$ cat config.mk
export PLATFORM = sky130hd
export DESIGN_NAME = nine_bit_uart_rx
export DESIGN_NICKNAME = d
export VERILOG_FILES = /design/src/rtl/uart9_pkg.sv /design/src/rtl/uart9_ctl_regs.sv /design/src/rtl/uart9_baud.sv /design/src/rtl/uart9_rx_fsm.sv /design/src/rtl/uart9_rx_buf.sv /design/src/rtl/nine_bit_uart_rx.sv
export SDC_FILE = /design/constraint.sdc
export NUM_CORES = 1
export LEC_CHECK = 0
export ABC_AREA = 0
export CAP_MARGIN = 20
export CORE_ASPECT_RATIO = 1.1
export CORE_MARGIN = 10
export CORE_UTILIZATION = 36
export DETAILED_ROUTE_END_ITERATION = 10
export PLACE_DENSITY_LB_ADDON = 0.1
export SKIP_LAST_GASP = 1
export SYNTH_ARGS = -nofsm -noshare
export SYNTH_HDL_FRONTEND = slang
export SYNTH_HIERARCHICAL = 1
export SYNTH_SLANG_ARGS = --single-unit
export TNS_END_PERCENT = 5
$ cat constraint.sdc
create_clock -name clk_i -period 4.4 [get_ports clk_i]
set_clock_uncertainty 0.2 [all_clocks]
set_input_delay 1.32 -clock clk_i [delete_from_list [all_inputs] [get_ports clk_i]]
set_output_delay 1.32 -clock clk_i [all_outputs]
set_load 0.01 [all_outputs]
$ cat src/rtl/uart9_pkg.sv
package uart9_pkg;
  typedef struct packed {
    logic addr_det;
    logic cont;
    logic mode9;
    logic en;
  } rx_ctl_t;

  typedef enum logic [1:0] {
    ST_IDLE,
    ST_START,
    ST_DATA,
    ST_STOP
  } rx_st_e;
endpackage

$ cat src/rtl/uart9_ctl_regs.sv
module uart9_ctl_regs
  import uart9_pkg::*;
#(
  parameter int unsigned DIV_W = 8
) (
  input  logic             clk_i,
  input  logic             rst_ni,
  input  logic             ctl_we_i,
  input  logic [3:0]       ctl_wdata_i,
  input  logic             baud_we_i,
  input  logic [DIV_W-1:0] baud_div_i,
  input  logic             baud_fast_i,
  output rx_ctl_t          ctl_o,
  output logic [DIV_W-1:0] div_o,
  output logic             fast_o
);
  always_ff @(posedge clk_i or negedge rst_ni) begin
    if (!rst_ni) begin
      ctl_o  <= '0;
      div_o  <= '0;
      fast_o <= 1'b0;
    end else begin
      if (ctl_we_i) ctl_o <= rx_ctl_t'(ctl_wdata_i);
      if (baud_we_i) begin
        div_o  <= baud_div_i;
        fast_o <= baud_fast_i;
      end
    end
  end
endmodule

$ cat src/rtl/uart9_baud.sv
module uart9_baud #(
  parameter int unsigned DIV_W      = 8,
  parameter int unsigned SLOW_SHIFT = 2
) (
  input  logic             clk_i,
  input  logic             rst_ni,
  input  logic             run_i,
  input  logic [DIV_W-1:0] div_i,
  input  logic             fast_i,
  output logic             tick_o
);
  localparam int unsigned CNT_W = DIV_W + SLOW_SHIFT;

  logic [CNT_W-1:0] cnt_q;
  logic [CNT_W-1:0] lim;

  // slow: 4*(div+1)-1 = {div, 2'b11}
  assign lim    = fast_i ? CNT_W'(div_i) : {div_i, {SLOW_SHIFT{1'b1}}};
  assign tick_o = run_i && (cnt_q >= lim);

  always_ff @(posedge clk_i or negedge rst_ni) begin
    if (!rst_ni)     cnt_q <= '0;
    else if (!run_i) cnt_q <= '0;
    else if (tick_o) cnt_q <= '0;
    else             cnt_q <= cnt_q + 1'b1;
  end
endmodule

$ cat src/rtl/uart9_rx_fsm.sv
module uart9_rx_fsm
  import uart9_pkg::*;
#(
  parameter int unsigned FRAME_W = 9,
  parameter int unsigned OSR_W   = 4
) (
  input  logic               clk_i,
  input  logic               rst_ni,
  input  logic               run_i,
  input  logic               tick_i,
  input  logic               rxd_i,
  input  logic               mode9_i,
  output logic               done_o,
  output logic [FRAME_W-1:0] frame_o,
  output logic               stop_ok_o
);
  localparam logic [OSR_W-1:0] PH_MID  = OSR_W'((2 ** (OSR_W - 1)) + 1);
  localparam logic [OSR_W-1:0] PH_V0   = PH_MID - 2'd2;
  localparam logic [OSR_W-1:0] PH_V1   = PH_MID - 2'd1;
  localparam logic [OSR_W-1:0] PH_LAST = '1;
  localparam int unsigned IDX_W = $clog2(FRAME_W);

  rx_st_e             st_q;
  logic [OSR_W-1:0]   ph_q;
  logic [IDX_W-1:0]   idx_q;
  logic [1:0]         vote_q;
  logic [FRAME_W-1:0] sh_q;
  logic               maj;
  logic [IDX_W-1:0]   last_idx;

  assign maj      = (vote_q[0] & vote_q[1]) | (vote_q[0] & rxd_i) | (vote_q[1] & rxd_i);
  assign last_idx = mode9_i ? IDX_W'(FRAME_W - 1) : IDX_W'(FRAME_W - 2);

  always_ff @(posedge clk_i or negedge rst_ni) begin
    if (!rst_ni) begin
      st_q   <= ST_IDLE;
      ph_q   <= '0;
      idx_q  <= '0;
      vote_q <= '1;
      sh_q   <= '0;
    end else if (!run_i) begin
      st_q  <= ST_IDLE;
      ph_q  <= '0;
      idx_q <= '0;
    end else if (tick_i) begin
      ph_q <= ph_q + 1'b1;
      if (ph_q == PH_V0) vote_q[0] <= rxd_i;
      if (ph_q == PH_V1) vote_q[1] <= rxd_i;
      unique case (st_q)
        ST_IDLE: begin
          ph_q <= '0;
          if (!rxd_i) st_q <= ST_START;
        end
        ST_START: begin
          if (ph_q == PH_MID && maj) st_q <= ST_IDLE;
          else if (ph_q == PH_LAST) begin
            st_q  <= ST_DATA;
            idx_q <= '0;
          end
        end
        ST_DATA: begin
          if (ph_q == PH_MID) sh_q <= {maj, sh_q[FRAME_W-1:1]};
          if (ph_q == PH_LAST) begin
            if (idx_q == last_idx) st_q <= ST_STOP;
            else idx_q <= idx_q + 1'b1;
          end
        end
        ST_STOP: begin
          if (ph_q == PH_MID) st_q <= ST_IDLE;
        end
        default: st_q <= ST_IDLE;
      endcase
    end
  end

  assign done_o    = run_i && tick_i && (st_q == ST_STOP) && (ph_q == PH_MID);
  assign stop_ok_o = maj;
  // 8-bit frames finish one shift short: payload sits in the upper bits
  assign frame_o   = mode9_i ? sh_q : {1'b0, sh_q[FRAME_W-1:1]};
endmodule

$ cat src/rtl/uart9_rx_buf.sv
module uart9_rx_buf #(
  parameter int unsigned FRAME_W = 9
) (
  input  logic               clk_i,
  input  logic               rst_ni,
  input  logic               done_i,
  input  logic [FRAME_W-1:0] frame_i,
  input  logic               stop_ok_i,
  input  logic               mode9_i,
  input  logic               addr_det_i,
  input  logic               cont_i,
  input  logic               rd_i,
  output logic [FRAME_W-2:0] data_o,
  output logic               b8_o,
  output logic               ferr_o,
  output logic               ready_o,
  output logic               oerr_o
);
  logic accept;
  logic free;

  assign accept = !(mode9_i && addr_det_i && !frame_i[FRAME_W-1]);
  assign free   = !ready_o || rd_i;

  always_ff @(posedge clk_i or negedge rst_ni) begin
    if (!rst_ni) begin
      data_o  <= '0;
      b8_o    <= 1'b0;
      ferr_o  <= 1'b0;
      ready_o <= 1'b0;
      oerr_o  <= 1'b0;
    end else begin
      if (!cont_i) oerr_o <= 1'b0;
      if (rd_i) ready_o <= 1'b0;
      if (done_i && accept) begin
        if (free) begin
          data_o  <= frame_i[FRAME_W-2:0];
          b8_o    <= frame_i[FRAME_W-1];
          ferr_o  <= !stop_ok_i;
          ready_o <= 1'b1;
        end else begin
          oerr_o <= 1'b1;
        end
      end
    end
  end
endmodule

$ cat src/rtl/nine_bit_uart_rx.sv
module nine_bit_uart_rx
  import uart9_pkg::*;
#(
  parameter int unsigned DIV_W       = 8,
  parameter int unsigned SLOW_SHIFT  = 2,
  parameter int unsigned OSR_W       = 4,
  parameter int unsigned SYNC_STAGES = 2
) (
  input  logic             clk_i,
  input  logic             rst_ni,
  input  logic             rx_i,
  input  logic             ctl_we_i,
  input  logic [3:0]       ctl_wdata_i,
  input  logic             baud_we_i,
  input  logic [DIV_W-1:0] baud_div_i,
  input  logic             baud_fast_i,
  input  logic             rd_i,
  input  logic             irq_en_i,
  output logic [7:0]       data_o,
  output logic             bit9_o,
  output logic             ferr_o,
  output logic             oerr_o,
  output logic             ready_o,
  output logic             irq_o
);
  localparam int unsigned FRAME_W = 9;

  rx_ctl_t            ctl_q;
  logic [DIV_W-1:0]   div_q;
  logic               fast_q;
  logic               run;
  logic               tick;
  logic [SYNC_STAGES-1:0] sync_q;
  logic               rxd;
  logic               frame_done;
  logic [FRAME_W-1:0] frame_bits;
  logic               stop_ok;

  uart9_ctl_regs #(.DIV_W(DIV_W)) u_regs (
    .clk_i       (clk_i),
    .rst_ni      (rst_ni),
    .ctl_we_i    (ctl_we_i),
    .ctl_wdata_i (ctl_wdata_i),
    .baud_we_i   (baud_we_i),
    .baud_div_i  (baud_div_i),
    .baud_fast_i (baud_fast_i),
    .ctl_o       (ctl_q),
    .div_o       (div_q),
    .fast_o      (fast_q)
  );

  assign run = ctl_q.en && ctl_q.cont && !oerr_o;

  always_ff @(posedge clk_i or negedge rst_ni) begin
    if (!rst_ni) sync_q <= '1;
    else         sync_q <= {sync_q[SYNC_STAGES-2:0], rx_i};
  end
  assign rxd = sync_q[SYNC_STAGES-1];

  uart9_baud #(.DIV_W(DIV_W), .SLOW_SHIFT(SLOW_SHIFT)) u_baud (
    .clk_i  (clk_i),
    .rst_ni (rst_ni),
    .run_i  (run),
    .div_i  (div_q),
    .fast_i (fast_q),
    .tick_o (tick)
  );

  uart9_rx_fsm #(.FRAME_W(FRAME_W), .OSR_W(OSR_W)) u_fsm (
    .clk_i     (clk_i),
    .rst_ni    (rst_ni),
    .run_i     (run),
    .tick_i    (tick),
    .rxd_i     (rxd),
    .mode9_i   (ctl_q.mode9),
    .done_o    (frame_done),
    .frame_o   (frame_bits),
    .stop_ok_o (stop_ok)
  );

  uart9_rx_buf #(.FRAME_W(FRAME_W)) u_buf (
    .clk_i      (clk_i),
    .rst_ni     (rst_ni),
    .done_i     (frame_done),
    .frame_i    (frame_bits),
    .stop_ok_i  (stop_ok),
    .mode9_i    (ctl_q.mode9),
    .addr_det_i (ctl_q.addr_det),
    .cont_i     (ctl_q.cont),
    .rd_i       (rd_i),
    .data_o     (data_o),
    .b8_o       (bit9_o),
    .ferr_o     (ferr_o),
    .ready_o    (ready_o),
    .oerr_o     (oerr_o)
  );

  assign irq_o = ready_o & irq_en_i;
endmodule

==> flow_results.org <==
** Run status
- Status :: finished clean

** Floorplanning
- Die Width :: about 110 µm
- The floorplan step set the die height to 118.1 µm.
- Initial core utilization :: 37.28%
- The floorplan step defined a die boundary enclosing 0.01290 mm².
- Core area :: about 0.0085 mm²
- In this run the count of I/O pins placed on the die edge is 33.
- Site row count :: 35

** STA
- Headroom to the max-slew limit came out at around three fifths.
- Dividing the final minimum period by the clock period gives 89.37%.
- Based on the critical path, the design can be clocked at up to 254.3 MHz.
- Unrepaired setup endpoints after global routing :: false
- Total Neg Setup Slack :: 0 ns
- Once routing completed, OpenROAD measured the worst setup slack at between 0.4 and 0.5 ns.
- The smallest clock period supported by the final layout is computed as just under 4 ns.
- At the pin with the least slew margin, the transition time is 0.5761 ns.
- Final Setup Violations :: 0
- Max-slew violation total from the final report :: 0
- Number of hold violations in the final report :: 0

** Clock network
- Clk pin slew, worst setup/hold paths :: 0.07 ns
- Number of CTS-inserted buffers :: 9
- No sink is reached through more buffers than the 2 on the longest clock path.
- Post-CTS timing repair inserted 0 buffers for setup.
- Root buffer cell :: clkbuf_8
- Later-pin clock latency in the skew report :: 0.34 ns
- Clock tree from TritonCTS :: built
- After clock tree synthesis, the flow added hold-fix buffers numbering 0.
- Sink count of the clock tree :: 58
- Once the clock tree was built, the resizer swapped 0 gates to a different size.
- The H-tree was split into 3 levels.

** Finish
- Summing all non-filler instances in the final layout gives an area of 0.003757 mm².
- Counting the fill cells in the layout gives 800.
- Area growth from synthesis to layout :: 19.26%
- Number of diodes :: 0
- The net count of the finished layout is between 300 and 400.
- Final Util :: 44.46%
- Layout cell share with drive strength beyond 1 :: between 20 and 30%

** Drt
- The first TritonRoute pass finished after 4 iterations.
- The detail route stage leaves a number of antenna-violating nets equal to 0.
- For this run, design rule violations remaining after detail routing come to 0.
- Dividing the detail-routed wire length by the instance count gives 15.22 µm.
- Total wire length after detailed routing :: 6223 µm
- Mean number of vias per cell :: 4.954
- Vias post-DR :: 2026
- Number of violations reported at the end of detailed-routing iteration 0 :: 46

** Synthesis
- The synthesized design contains 58 register bits.
- Post-synthesis area per instance :: 12.40 µm²
- Portion of the post-synthesis area used by sequential elements :: a little under half
- The synthesized design contains 0 enable-type register cells.
- Summing the areas of all fa, ha and maj instances in the mapped netlist gives 6.275% of the synthesized area.
- Among all cell types in the netlist, the one instantiated most often is dfrtp_1.
- Simple logic cell fraction of the synthesized area :: 16.32%
- The commonest cells after synthesis are dfrtp_1, mux2_2, ha_1.
- Xor and xnor fraction of the mapped netlist area :: 2.224%
- Portion of synthesized cell area occupied by the leading cell type :: a little over two fifths
- Predominant post-synthesis flop cell :: dfrtp_1
- Main combinational cell family by area after synthesis :: multiplexers
- Area of the mapped netlist :: 0.003151 mm²
- Post-synth top area cell :: dfrtp_1
- Synth area leaders :: dfrtp_1, mux2_2, ha_1
- After synthesis, the netlist uses 53 different library cells.
- In the synthesized netlist, the number of instances is between 200 and 300.
- For this run, asynchronously set or reset flops after synthesis account for 100.0%.
- Multiplexer cells account for 18.90% of the synthesized area.
- Syn. warnings :: 6
- Compound-gate portion of the synthesized area :: between 7 and 8%
- Synthesized Nets :: 289

** Place
- The congestion estimate from routability-driven global placement came to ~0.73.
- In this run the cell area measured after placement is approximately 0.0036 mm².
- In this run the tool buffered the top-level ports with 32 buffer cells.
- Pre-CTS setup slack :: 0.4646 ns
- DP Wirelength :: 4349 µm

** Global route
- Layer with the highest usage after global routing :: met2
- Met1 routing resource usage after global routing :: 12.94%
- Met2 capacity usage during global routing :: 15.96%
- Global routing used just under 4% of the available met3 tracks.
- Number of antenna violations at the first check in global routing :: 0
- Global routing consumed, over all layers together, between 10% and 20% of the routing resources.
- Grt total ovfl :: 0
- Maximum number of pins on one net before global-route repair :: 37
- The number of global-route vias before repair was around 2200.
- Wire length of the first global-routing pass :: 10760 µm

** Min path
- Hold Crit Class :: reg -> reg
- In this run the most critical hold path is launched from sync_q[0].

** Setup path
- The critical path goes through clkdlybuf4s50_1, and2_1, clkdlybuf4s50_1.
- The most critical setup path has its startpoint at irq_en_i.
- Kind of end point of the critical path :: primary output
- The worst setup path is of the in -> out kind.
- On the critical path, the stage with the largest delay is an instance of clkdlybuf4s50_1.
- Startpoint of the worst register-to-register path :: u_regs/fast_o
- Along the worst path, the maximum fanout reaches 1.
- On the critical path the largest part of the delay comes from buffers and inverters.
- Critical Path Start Type :: primary input
- Top cell by count, worst path :: clkdlybuf4s50_1
- On the worst path, the slowest cell contributes a delay of approximately 0.54 ns.
- Buffers and inverters on the worst path :: 2
- Data arrives at the worst endpoint at 2.41 ns.
- Required time worst endpoint :: 2.88 ns

** Power
- Summed over all cells, the static leakage comes to 1.644 nW.
- Worst ir drop on vdd :: between 0.1 and 0.15 mV
- Total power after layout :: approximately 1.1 mW
- Power Density :: 295.2 mW/mm²

** Run
- Max Cap Viol :: 0
==> final timing paths <==
check,to,slack [ns],cells past startpoint
min in group asynchronous,u_fsm/ph_q[3],0.76,1
setup reg to reg,u_buf/data_o[0],0.87,13
max in group asynchronous,u_regs/ctl_o[1],2.37,2
hold / removal,sync_q[1],0.15,0
hold reg to reg,sync_q[1],0.15,0
setup / recovery,irq_o,0.47,3
==> cell families after synthesis <==
group	count (synthesis)
fa+ha+maj	16
mux	51
simple gates	76
flops	58
xor+xnor	8
compound gates	28
buf+inv	17
==> cells in the final DEF, fill, tap and decap left out, types with 2 or more instances in the layout <==
cell type / netlist / final
xor2_1: 2 / 2
o211ai_1: 3 / 3
a21oi_1: 6 / 6
nor3_2: 2 / 2
mux2_4: 9 / 9
nor2_1: 11 / 11
o21ai_0: 7 / 7
a211oi_2: 2 / 2
nand3_1: 6 / 6
buf_4: 0 / 4
clkinv_4: 0 / 3
clkinvlp_4: 0 / 4
dfrtp_1: 54 / 54
nand2b_1: 5 / 5
nand2_1: 9 / 9
dfstp_2: 4 / 4
mux2_2: 31 / 31
nand4_1: 6 / 6
nand3_2: 3 / 3
or2_1: 2 / 2
nor2b_1: 4 / 4
and2_1: 4 / 4
mux2i_1: 10 / 10
ha_1: 15 / 15
o31ai_1: 2 / 2
clkbuf_8: 0 / 9
nor3_1: 9 / 9
inv_1: 9 / 9
and3_2: 2 / 2
clkdlybuf4s50_1: 0 / 31
xnor2_1: 6 / 6
==> layout make-up <==
class	count	area, µm²	area share [%]
sequential	58	1456	38.76
multi-input combinational	179	1603	42.66
tap	111	138.9	3.696
clock buffer	9	123.9	3.297
clock inverter	7	56.30	1.499
timing repair buffer	36	345.3	9.191
inverter	9	33.78	0.8991
==> through the flow <==
step / instances / hold slack (ns)
6_report: 409 / 0.1462
5_1_grt: 409 / 0.1479
4_1_cts: 409 / 0.1445
3_5_place_dp: 393 / 0.1473
3_3_place_gp: 393 / 0.1459
2_1_floorplan: 254 / 0.1452
==> per-layer routing <==
metal	vias up	routed length [µm]	part of all wire [%]
met3	8	315	5.1
met2	27	2987	48
met5	-	0	0
met1	989	2823	45
met4	0	97	1.6
li1	1002	-	-
==> where the power goes <==
group          internal [mW]  leakage (nW)  switching [mW]
logic                 0.0570         0.806          0.0468
clock network          0.206        0.0777           0.232
registers              0.548         0.760          0.0194
total                  0.811          1.64           0.298
==> state kept, by name, indices dropped and copies added (netlist names), 4 cells and up <==
| register | count |
|---|---|
| u_fsm/idx_q | 4 |
| u_regs/ctl_o | 4 |
| u_baud/cnt_q | 10 |
| u_fsm/ph_q | 4 |
| u_buf/data_o | 8 |
| u_regs/div_o | 8 |
| u_fsm/sh_q | 9 |
Note: power is estimated with default switching activity, not from simulation.
